`config.mk`:
```
export PLATFORM = sky130hd
export DESIGN_NAME = sport_regs
export DESIGN_NICKNAME = d
export VERILOG_FILES = /design/src/rtl/sport_pkg.sv /design/src/rtl/sport_dec.sv /design/src/rtl/sport_cfg.sv /design/src/rtl/sport_flags.sv /design/src/rtl/sport_regs.sv
export SDC_FILE = /design/constraint.sdc
export NUM_CORES = 1
export LEC_CHECK = 0
export BUFFER_PORTS_ARGS = -buffer_cell sky130_fd_sc_hd__buf_2
export CAP_MARGIN = 15
export CORE_MARGIN = 2
export CORE_UTILIZATION = 50
export CTS_CLUSTER_SIZE = 10
export DETAILED_ROUTE_END_ITERATION = 12
export PLACE_DENSITY = 0.84
export RECOVER_POWER = 100
export SLEW_MARGIN = 20
export SYNTH_ARGS = -nofsm -noshare
export SYNTH_HDL_FRONTEND = slang
export SYNTH_SLANG_ARGS = --single-unit
```
`constraint.sdc`:
```
create_clock -name clk -period 3.49 [get_ports clk]
set_input_delay 0.349 -clock clk [delete_from_list [all_inputs] [get_ports clk]]
set_output_delay 0.349 -clock clk [all_outputs]
set_load 0.02 [all_outputs]
```
`src/rtl/sport_pkg.sv`:
```
package sport_pkg;
  localparam int ADDR_W = 8;
  localparam int DATA_W = 16;
  localparam int CNT_W  = 5;
  localparam int NREG   = 10;

  typedef enum logic [3:0] {
    IX_MODE = 4'd0, IX_BAUD = 4'd1, IX_CTRL = 4'd2, IX_TXD  = 4'd3,
    IX_STAT = 4'd4, IX_RXD  = 4'd5, IX_FCTL = 4'd6, IX_RCNT = 4'd7,
    IX_PORT = 4'd8, IX_LINE = 4'd9
  } reg_ix_e;

  localparam logic [7:0] MODE_KEEP = 8'h7B;
  localparam logic [7:0] CTRL_KEEP = 8'hFA;
  localparam logic [7:0] PORT_KEEP = 8'hF3;

  localparam int B_TEND = 6;
  localparam int B_TDE  = 5;
  localparam int B_BRK  = 4;
  localparam int B_RDF  = 1;
  localparam int B_DR   = 0;

  localparam int C_TIE  = 7;
  localparam int C_RIE  = 6;
  localparam int C_TEN  = 5;
endpackage

```
`src/rtl/sport_dec.sv`:
```
module sport_dec
  import sport_pkg::*;
#(
  parameter int AW   = ADDR_W,
  parameter int NSEL = NREG
) (
  input  logic [AW-1:0]   addr,
  output logic [NSEL-1:0] sel
);
  // Registers sit on a 4-byte stride starting at offset 0.
  for (genvar i = 0; i < NSEL; i++) begin : g_sel
    localparam logic [AW-1:0] OFS = AW'(i * 4);
    assign sel[i] = (addr == OFS);
  end
endmodule

```
`src/rtl/sport_cfg.sv`:
```
module sport_cfg
  import sport_pkg::*;
#(
  parameter int DW = DATA_W
) (
  input  logic          clk,
  input  logic          rst_n,
  input  logic          wr_mode,
  input  logic          wr_baud,
  input  logic          wr_ctrl,
  input  logic          wr_port,
  input  logic          wr_fctl,
  input  logic          wr_txd,
  input  logic [DW-1:0] wdata,
  output logic [7:0]    mode_q,
  output logic [7:0]    baud_q,
  output logic [7:0]    ctrl_q,
  output logic [7:0]    port_q,
  output logic [DW-1:0] fctl_q,
  output logic          tx_valid,
  output logic [7:0]    tx_byte
);
  logic [7:0]    mode_d, baud_d, ctrl_d, port_d, txb_d;
  logic [DW-1:0] fctl_d;
  logic          txv_d;

  always_comb begin
    mode_d = wr_mode ? (wdata[7:0] & MODE_KEEP) : mode_q;
    baud_d = wr_baud ? wdata[7:0]               : baud_q;
    ctrl_d = wr_ctrl ? (wdata[7:0] & CTRL_KEEP) : ctrl_q;
    port_d = wr_port ? (wdata[7:0] & PORT_KEEP) : port_q;
    fctl_d = wr_fctl ? wdata                    : fctl_q;
    txv_d  = wr_txd;
    txb_d  = wr_txd ? wdata[7:0] : tx_byte;
  end

  always_ff @(posedge clk or negedge rst_n) begin
    if (!rst_n) begin
      mode_q   <= 8'h00;
      baud_q   <= 8'hFF;
      ctrl_q   <= 8'h20;
      port_q   <= 8'h00;
      fctl_q   <= '0;
      tx_valid <= 1'b0;
      tx_byte  <= 8'h00;
    end else begin
      mode_q   <= mode_d;
      baud_q   <= baud_d;
      ctrl_q   <= ctrl_d;
      port_q   <= port_d;
      fctl_q   <= fctl_d;
      tx_valid <= txv_d;
      tx_byte  <= txb_d;
    end
  end

  AST_TX_STROBE: assert property (@(posedge clk) disable iff (!rst_n)
    wr_txd |=> (tx_valid && tx_byte == $past(wdata[7:0]))) else $error("tx strobe");
  AST_TX_IDLE: assert property (@(posedge clk) disable iff (!rst_n)
    !wr_txd |=> !tx_valid) else $error("tx idle");
  AST_MODE_MASK: assert property (@(posedge clk) disable iff (!rst_n)
    (mode_q & ~MODE_KEEP) == 8'h00) else $error("mode mask");
endmodule

```
`src/rtl/sport_flags.sv`:
```
module sport_flags
  import sport_pkg::*;
#(
  parameter int DW = DATA_W
) (
  input  logic          clk,
  input  logic          rst_n,
  input  logic          wr_stat,
  input  logic          wr_ctrl,
  input  logic          wr_txd,
  input  logic          rd_stat,
  input  logic [DW-1:0] wdata,
  input  logic          tx_en,
  input  logic          rie,
  input  logic          rdf_set,
  input  logic          rdf_clr,
  input  logic          brk_set,
  output logic [7:0]    stat_word,
  output logic          rx_irq
);
  logic tend_q, tde_q, brk_q, rdf_q;
  logic tend_d, tde_d, brk_d, rdf_d, irq_d;

  always_comb begin
    tend_d = tend_q;
    tde_d  = tde_q;
    brk_d  = brk_q;
    rdf_d  = rdf_q;
    irq_d  = rx_irq;
    // write-zero-to-clear on the status word
    if (wr_stat) begin
      if (!wdata[B_TEND]) tend_d = 1'b0;
      if (!wdata[B_TDE])  tde_d  = 1'b0;
      if (!wdata[B_BRK])  brk_d  = 1'b0;
      if (!wdata[B_RDF])  rdf_d  = 1'b0;
      if (!wdata[B_RDF] || !wdata[B_DR]) irq_d = 1'b0;
    end
    if (wr_ctrl && !wdata[C_TEN]) tend_d = 1'b1;
    if (wr_txd)                   tde_d  = 1'b0;
    if (rdf_clr)                  rdf_d  = 1'b0;
    // hardware events win over software clears in the same cycle
    if (rdf_set) begin
      rdf_d = 1'b1;
      if (rie) irq_d = 1'b1;
    end
    if (brk_set)                  brk_d  = 1'b1;
    if (wr_ctrl && !wdata[C_RIE]) irq_d  = 1'b0;
    // re-arm after the read value has been delivered
    if (rd_stat && tx_en) begin
      tde_d  = 1'b1;
      tend_d = 1'b1;
    end
  end

  always_ff @(posedge clk or negedge rst_n) begin
    if (!rst_n) begin
      tend_q <= 1'b1;
      tde_q  <= 1'b1;
      brk_q  <= 1'b0;
      rdf_q  <= 1'b0;
      rx_irq <= 1'b0;
    end else begin
      tend_q <= tend_d;
      tde_q  <= tde_d;
      brk_q  <= brk_d;
      rdf_q  <= rdf_d;
      rx_irq <= irq_d;
    end
  end

  always_comb begin
    stat_word         = 8'h00;
    stat_word[B_TEND] = tend_q;
    stat_word[B_TDE]  = tde_q;
    stat_word[B_BRK]  = brk_q;
    stat_word[B_RDF]  = rdf_q;
  end

  AST_TDE_CLEARED: assert property (@(posedge clk) disable iff (!rst_n)
    (wr_txd && !rd_stat) |=> !tde_q) else $error("tde");
  AST_REARM: assert property (@(posedge clk) disable iff (!rst_n)
    (rd_stat && tx_en) |=> (tde_q && tend_q)) else $error("rearm");
  AST_CTRL_TEND: assert property (@(posedge clk) disable iff (!rst_n)
    (wr_ctrl && !wdata[C_TEN]) |=> tend_q) else $error("tend");
  AST_RIRQ_GATED: assert property (@(posedge clk) disable iff (!rst_n)
    rx_irq |-> rie) else $error("rx irq gate");
  AST_BRK_SET: assert property (@(posedge clk) disable iff (!rst_n)
    brk_set |=> brk_q) else $error("brk");
endmodule

```
`src/rtl/sport_regs.sv`:
```
module sport_regs
  import sport_pkg::*;
#(
  parameter int AW = ADDR_W,
  parameter int DW = DATA_W,
  parameter int CW = CNT_W
) (
  input  logic          clk,
  input  logic          rst_n,
  input  logic          bus_wr,
  input  logic          bus_rd,
  input  logic [AW-1:0] bus_addr,
  input  logic [DW-1:0] bus_wdata,
  output logic [DW-1:0] bus_rdata,
  output logic          tx_valid,
  output logic [7:0]    tx_byte,
  output logic          tx_irq,
  output logic          rx_irq,
  input  logic [CW-1:0] rxq_count,
  input  logic [7:0]    rxq_data,
  input  logic          rxq_rdf_set,
  input  logic          rxq_rdf_clr,
  input  logic          rxq_brk_set,
  output logic          rxq_pop,
  output logic          rxq_flush,
  output logic [1:0]    rxq_trig_sel
);
  logic [NREG-1:0] sel, wsel, rsel;
  logic [7:0]      mode_q, baud_q, ctrl_q, port_q, stat_word;
  logic [DW-1:0]   fctl_q;
  logic            rxq_nonempty;

  sport_dec #(.AW(AW), .NSEL(NREG)) u_dec (
    .addr (bus_addr),
    .sel  (sel)
  );

  assign wsel = sel & {NREG{bus_wr}};
  assign rsel = sel & {NREG{bus_rd}};

  sport_cfg #(.DW(DW)) u_cfg (
    .clk      (clk),
    .rst_n    (rst_n),
    .wr_mode  (wsel[IX_MODE]),
    .wr_baud  (wsel[IX_BAUD]),
    .wr_ctrl  (wsel[IX_CTRL]),
    .wr_port  (wsel[IX_PORT]),
    .wr_fctl  (wsel[IX_FCTL]),
    .wr_txd   (wsel[IX_TXD]),
    .wdata    (bus_wdata),
    .mode_q   (mode_q),
    .baud_q   (baud_q),
    .ctrl_q   (ctrl_q),
    .port_q   (port_q),
    .fctl_q   (fctl_q),
    .tx_valid (tx_valid),
    .tx_byte  (tx_byte)
  );

  sport_flags #(.DW(DW)) u_flags (
    .clk       (clk),
    .rst_n     (rst_n),
    .wr_stat   (wsel[IX_STAT]),
    .wr_ctrl   (wsel[IX_CTRL]),
    .wr_txd    (wsel[IX_TXD]),
    .rd_stat   (rsel[IX_STAT]),
    .wdata     (bus_wdata),
    .tx_en     (ctrl_q[C_TEN]),
    .rie       (ctrl_q[C_RIE]),
    .rdf_set   (rxq_rdf_set),
    .rdf_clr   (rxq_rdf_clr),
    .brk_set   (rxq_brk_set),
    .stat_word (stat_word),
    .rx_irq    (rx_irq)
  );

  assign tx_irq       = ctrl_q[C_TIE];
  assign rxq_nonempty = (rxq_count != '0);
  assign rxq_pop      = rsel[IX_RXD] && rxq_nonempty;
  assign rxq_flush    = wsel[IX_FCTL] && bus_wdata[1];
  assign rxq_trig_sel = fctl_q[7:6];

  always_comb begin
    bus_rdata = '0;
    unique case (1'b1)
      sel[IX_MODE]: bus_rdata = DW'(mode_q);
      sel[IX_BAUD]: bus_rdata = DW'(baud_q);
      sel[IX_CTRL]: bus_rdata = DW'(ctrl_q);
      sel[IX_STAT]: bus_rdata = DW'(stat_word);
      sel[IX_RXD]:  bus_rdata = rxq_nonempty ? DW'(rxq_data) : '0;
      sel[IX_FCTL]: bus_rdata = fctl_q;
      sel[IX_RCNT]: bus_rdata = DW'(rxq_count);
      sel[IX_PORT]: bus_rdata = DW'(port_q);
      default:      bus_rdata = '0;
    endcase
  end

  AST_POP_NONEMPTY: assert property (@(posedge clk) disable iff (!rst_n)
    rxq_pop |-> (rxq_count != '0)) else $error("pop empty");
  AST_SEL_ONEHOT: assert property (@(posedge clk) disable iff (!rst_n)
    $onehot0(sel)) else $error("decode");
endmodule

```
==> flow_metrics.env, run 1 <==
export IMPL_startpoint_type="input pin"
export IMPL_relSlewSlack_pct=-22.6
export IMPL_ys_async_sr_fraction_pct=100
export IMPL_cts_tree="done"
export IMPL_ys_seq_elements=56
export IMPL_skew_ps=10.5
export IMPL_ant_nets=0
export IMPL_grt_pass1_wl_um=10400
export IMPL_drt_pass1_iter_count=5
export IMPL_die_y_um=79.1
export IMPL_power_switching_mw=0.299
export IMPL_hold_viol_final=0
export IMPL_overflow=0
export IMPL_core_area_um2=5470
export IMPL_internal_power_mw=0.895
export IMPL_antenna_cells=0
export IMPL_power_density_nw_per_um2=372
export IMPL_violations="capacitance limit, slew limit"
export IMPL_antenna_found_initial=0
export IMPL_critPathCapture="bus_rdata[1]"
export IMPL_setup_viol=0
export IMPL_htree_num_levels=2
export IMPL_crit_type="input pin to primary output"
export IMPL_final_cells=368
export IMPL_avgSynthCellArea_um2=12.4
export IMPL_syn_area_um2=2820
export IMPL_final_common_cell="dfrtp_1"
export IMPL_holdBufCountCts=0
export IMPL_num_nets_final=339
export IMPL_path_depth=6
export IMPL_required_ps=3140
export IMPL_synth_top_area_share_pct=40.0
export IMPL_path_cells="clkbuf_1, nor4b_2, o311a_1, a222oi_1, o21ai_0, buf_2"
export IMPL_dp_cells=360
export IMPL_r2r_end="u_flags.tend_q"
export IMPL_rows=27
export IMPL_vias_per_cell=5.83
export IMPL_cts_root_buffer="clkbuf_8"
export IMPL_critical_path_top_delay_family="buffers and inverters"
export IMPL_placed_area_um2=3200
export IMPL_critPathBufInv=2
export IMPL_rsz0062_at_grt="no"
export IMPL_worst_pin_slew_ps=1840
export IMPL_dieWidth_um=79.1
export IMPL_drive_above_1_share_pct=36.1
export IMPL_die_area_um2=6250
export IMPL_start_util_pct=51.5
export IMPL_ff_latch_area_um2=1420
export IMPL_synth_edf_count=0
export IMPL_stdcell_area_um2=3220
export IMPL_synth_cells=227
export IMPL_switching_share_pct=25.1
export IMPL_multiInputGateArea_um2=1270
export IMPL_vias=2146
export IMPL_grt_max_degree=35
export IMPL_finalCritPeriodShare_pct=83.7
export IMPL_fillers=509
export IMPL_grt_pass1_vias=2136
export IMPL_status="finished, violations left"
export IMPL_grt_use_total_pct=21.9
export IMPL_mostFrequentLayoutCells="dfrtp_1, mux2_2, buf_2"
export IMPL_synth_top_cell_by_area="dfrtp_1"
export IMPL_drv_cap=1
export IMPL_startpoint="bus_addr[2]"
export IMPL_crit_fanout=21
export IMPL_cp_slowest_cell="clkbuf_1"
export IMPL_slew_viol_final=35
export IMPL_ys_flop_type="dfrtp_1"
export IMPL_wl_per_cell_um=17.9
export IMPL_gp_congestion=0.911
export IMPL_cts_made_buffers=5
export IMPL_p_leak_nw=1.53
export IMPL_pwr_share_comb_pct=10.8
export IMPL_final_setup_worst_slack_ps=568
export IMPL_ys_seq_area_share_pct=50.2
export IMPL_dp_final_hpwl_um=4840
export IMPL_ys_warn_count=0
export IMPL_reg2reg_from="u_cfg.ctrl_q[5]"
export IMPL_crit_arrival_ps=2570
export IMPL_initialDrtViolationCount=202
export IMPL_io_buffer_count=74
export IMPL_synth_fp_nets=271
export IMPL_reg2reg_slack_ps=2640
export IMPL_setup_tns_ps=0
export IMPL_clock_power_share_pct=30.8
export IMPL_synthDistinctLibCells=39
export IMPL_vdd_drop_max_mv=0.188
export IMPL_detailedPlace_worstSlack_ps=975
export IMPL_wl_um=6600
export IMPL_whs_ps=224
export IMPL_fin_util_pct=58.8
export IMPL_max_stage_delay_ps=640
export IMPL_cts_sinks=56
export IMPL_power_frac_seq_pct=58.4
export IMPL_hold_class="input pin to register"
export IMPL_drc=0
export IMPL_total_power_mw=1.19
export IMPL_cts_setup_buffers=0
export IMPL_worstRegToRegCells=2
export IMPL_end_kind="primary output"
export IMPL_ios=75
export IMPL_cts_resized=0
export IMPL_post_route_min_period_ps=2920
export IMPL_clk_pin_slew_ps=100
export IMPL_clockBufferDepth=2
export IMPL_max_freq_mhz=342
export IMPL_netlist_top_cells_area="dfrtp_1, mux2_2, dfstp_2, mux2_4, mux2i_1"
export IMPL_syn_to_final_growth_pct=14.1
export IMPL_insertion_delay_ps=310
[flip-flops by register name (all words and copies together), names as in the netlist]
| name | cells |
|---|---|
| u_flags.tend_q | 1 |
| u_flags.rdf_q | 1 |
| u_cfg.port_q | 6 |
| u_cfg.tx_valid | 1 |
| u_cfg.ctrl_q | 6 |
| u_flags.tde_q | 1 |
| u_cfg.baud_q | 8 |
| u_flags.brk_q | 1 |
| u_cfg.fctl_q | 16 |
| u_flags.rx_irq | 1 |
| u_cfg.mode_q | 6 |
| u_cfg.tx_byte | 8 |
[cells by family after synthesis]
logic type      share of synthesized area, %
compound gates                          8.30
simple gates                            13.3
buf+inv                                 3.42
flops                                   50.2
mux                                     24.8
[how the worst min path moves through the flow]
stage           startpoint               end  slack [ps]  cells past startpoint
6_report       rxq_brk_set     u_flags.brk_q         220                      2
5_1_grt        rxq_brk_set     u_flags.brk_q         210                      2
2_1_floorplan        rst_n   u_cfg.ctrl_q[1]          50                      0
3_5_place_dp         rst_n   u_cfg.fctl_q[0]         470                      1
3_3_place_gp         rst_n  u_cfg.tx_byte[0]         450                      1
4_1_cts              rst_n   u_cfg.ctrl_q[6]         130                      1
[power by group through the flow]
stage	logic [mW]	clock network, mW	registers, mW
global placement	0.133	0	0.709
floorplan	0.0662	0	0.711
finish	0.129	0.368	0.698
global route	0.142	0.404	0.701
detailed placement	0.137	0	0.710
CTS	0.137	0.373	0.698
[cell type report]
type	count	area share [%]
Timing Repair Buffer	76	10.5
Sequential cell	56	44.0
Multi-Input combinational cell	154	39.6
Clock buffer	6	2.57
Clock inverter	2	0.311
Tap cell	72	2.80
Inverter	2	0.233
[cells in the mapped netlist (3+ instances only)]
cell type / instances
a221o_1: 4
a32oi_1: 5
and3_1: 8
buf_2: 5
buf_4: 3
clkbuf_1: 4
dfrtp_1: 45
dfstp_2: 11
mux2_2: 42
mux2_4: 9
mux2i_1: 9
nand2_1: 15
nand3_1: 5
nor2_1: 6
nor2b_1: 4
nor3_1: 3
o211ai_1: 4
o21ai_0: 12
or3_1: 5
[layer usage]
| layer | share of wire (%) | track usage (%) |
|---|---|---|
| met3 | 7.5 | 4.43 |
| met5 | 0 | 0 |
| met1 | 43 | 29.2 |
| met4 | 1.7 | 9.31 |
| met2 | 48 | 34.8 |
(Power assumes the default switching activity.)
==> inputs of run 2 (changes only) <==
==> constraint.sdc (replaced) <==
create_clock -name clk -period 2.85 [get_ports clk]
set_input_delay 0.285 -clock clk [delete_from_list [all_inputs] [get_ports clk]]
set_output_delay 0.285 -clock clk [all_outputs]
set_load 0.02 [all_outputs]
==> run 2 against run 1 <==
Net effect:
- the flow still finishes with violations (capacitance limit, slew limit)
- global-route usage is 0.11 points higher
- sequential power is 22% higher
- power is 22% higher
- clock skew is 9.7 ps lower
- sequential share of layout area is 0.34 points lower
- first-iteration DRC count is 27% lower
- via count is 2.3% lower
- die area stayed put
- clock power is 22% higher
- clock-buffer cell count is 1 higher
- critical path type unchanged
- critical endpoint is now bus_rdata[4]
- largest cell class unchanged
==> flow_metrics.env, run 2 (same netlist as run 1, synthesis figures left out) <==
export IMPL_core_area_um2=5470
export IMPL_power_density_nw_per_um2=451
export IMPL_vdd_drop_max_mv=0.277
export IMPL_wl_um=6490
export IMPL_worstHoldPathCells=2
export IMPL_cts_sinks=56
export IMPL_die_area_um2=6250
export IMPL_startpoint="bus_addr[3]"
export IMPL_min_to="u_flags.brk_q"
export IMPL_vias=2096
export IMPL_regMostFlops="u_cfg.fctl_q"
export IMPL_syn_to_final_growth_pct=15.0
export IMPL_status="finished, violations left"
export IMPL_min_delay_start="rxq_brk_set"
export IMPL_die_y_um=79.1
export IMPL_critPathBufInv=2
export IMPL_max_stage_delay_ps=580
export IMPL_hold_viol_final=0
export IMPL_antenna_cells=0
export IMPL_antenna_found_initial=0
export IMPL_gp_congestion=0.874
export IMPL_setup_tns_ps=0
export IMPL_finalCritPeriodShare_pct=86.9
export IMPL_setup_viol=0
export IMPL_fillers=496
export IMPL_crit_arrival_ps=2190
export IMPL_rsz0062_at_grt="no"
export IMPL_htree_num_levels=2
export IMPL_worstRegToRegCells=2
export IMPL_cp_slowest_cell="nor4_1"
export IMPL_clk_pin_slew_ps=90
export IMPL_whs_ps=160
export IMPL_startpoint_type="input pin"
export IMPL_end_kind="primary output"
export IMPL_largest_reg_flops=16
export IMPL_rows=27
export IMPL_worst_pin_slew_ps=1800
export IMPL_critical_path_top_delay_family="simple AND/OR/NAND/NOR gates"
export IMPL_hold_class="input pin to register"
export IMPL_detailedPlace_worstSlack_ps=532
export IMPL_dieWidth_um=79.1
export IMPL_multiInputGateArea_um2=1270
export IMPL_r2r_end="u_flags.tend_q"
export IMPL_crit_type="input pin to primary output"
export IMPL_grt_max_degree=36
export IMPL_dp_final_hpwl_um=4730
export IMPL_post_route_min_period_ps=2480
export IMPL_num_nets_final=343
export IMPL_start_util_pct=51.5
export IMPL_grt_use_total_pct=22.0
export IMPL_crit_fanout=24
export IMPL_initialDrtViolationCount=148
export IMPL_cts_setup_buffers=0
export IMPL_reg2reg_slack_ps=1990
export IMPL_skew_ps=0.879
export IMPL_reg_top3="u_cfg.fctl_q x16, u_cfg.baud_q x8, u_cfg.tx_byte x8"
export IMPL_vias_per_cell=5.63
export IMPL_drt_pass1_iter_count=4
export IMPL_violations="capacitance limit, slew limit"
export IMPL_drive_above_1_share_pct=36.3
export IMPL_cts_tree="done"
export IMPL_ff_latch_area_um2=1420
export IMPL_mostFrequentLayoutCells="dfrtp_1, mux2_2, buf_2"
export IMPL_ant_nets=0
export IMPL_max_freq_mhz=404
export IMPL_slew_viol_final=36
export IMPL_grt_pass1_wl_um=10500
export IMPL_cts_resized=0
export IMPL_holdBufCountCts=0
export IMPL_ios=75
export IMPL_relSlewSlack_pct=-19.7
export IMPL_total_power_mw=1.46
export IMPL_overflow=0
export IMPL_p_leak_nw=1.54
export IMPL_drv_cap=1
export IMPL_wl_per_cell_um=17.4
export IMPL_reg2reg_from="u_cfg.ctrl_q[5]"
export IMPL_path_cells="clkbuf_2, or3_1, nor4_1, a22oi_1, nand3_1, clkbuf_1"
export IMPL_cts_made_buffers=5
export IMPL_final_common_cell="dfrtp_1"
export IMPL_drc=0
export IMPL_fin_util_pct=59.2
export IMPL_required_ps=2570
export IMPL_insertion_delay_ps=310
export IMPL_grt_pass1_vias=2098
export IMPL_cts_root_buffer="clkbuf_8"
export IMPL_io_buffer_count=74
export IMPL_clockBufferDepth=2
export IMPL_final_setup_worst_slack_ps=373
==> run 2: cell type report <==
cell class / instances / area share (%)
Clock inverter: 1 / 0.232
Clock buffer: 7 / 2.66
Sequential cell: 56 / 43.7
Inverter: 2 / 0.232
Timing Repair Buffer: 80 / 11.2
Tap cell: 72 / 2.78
Multi-Input combinational cell: 154 / 39.3
==> run 2: worst register-to-register path: stages, from the launching register on <==
cell and delay (ps):
dfstp_2 560, nand4b_1 120, o211ai_1 110
==> run 2: per-stage QoR <==
stage | cells | instance area, µm²
finish | 372 | 3240
global route | 372 | 3240
CTS | 372 | 3330
detailed placement | 364 | 3230
global placement | 364 | 3230
floorplan | 227 | 2820
==> run 2: routing by layer <==
layer | global-route usage [%] | wire [µm]
met5 | 0 | 0
met4 | 8.28 | 118
met3 | 4.09 | 585
met2 | 34.5 | 3070
met1 | 30.5 | 2720
==> run 2: how the worst max path moves through the flow <==
stage                   endpoint  slack [ps]  cells past startpoint
finish              bus_rdata[4]         370                      6
global route        bus_rdata[1]         190                      6
CTS                 bus_rdata[4]         540                      6
detailed placement  bus_rdata[4]         530                      6
global placement    bus_rdata[1]         610                      6
floorplan           bus_rdata[1]         910                      5
==> run 2: report_power, final <==
group          total, mW  internal, mW  switching (mW)
Combinational      0.158        0.0677          0.0903
Clock              0.450         0.198           0.252
Sequential         0.854         0.835          0.0192
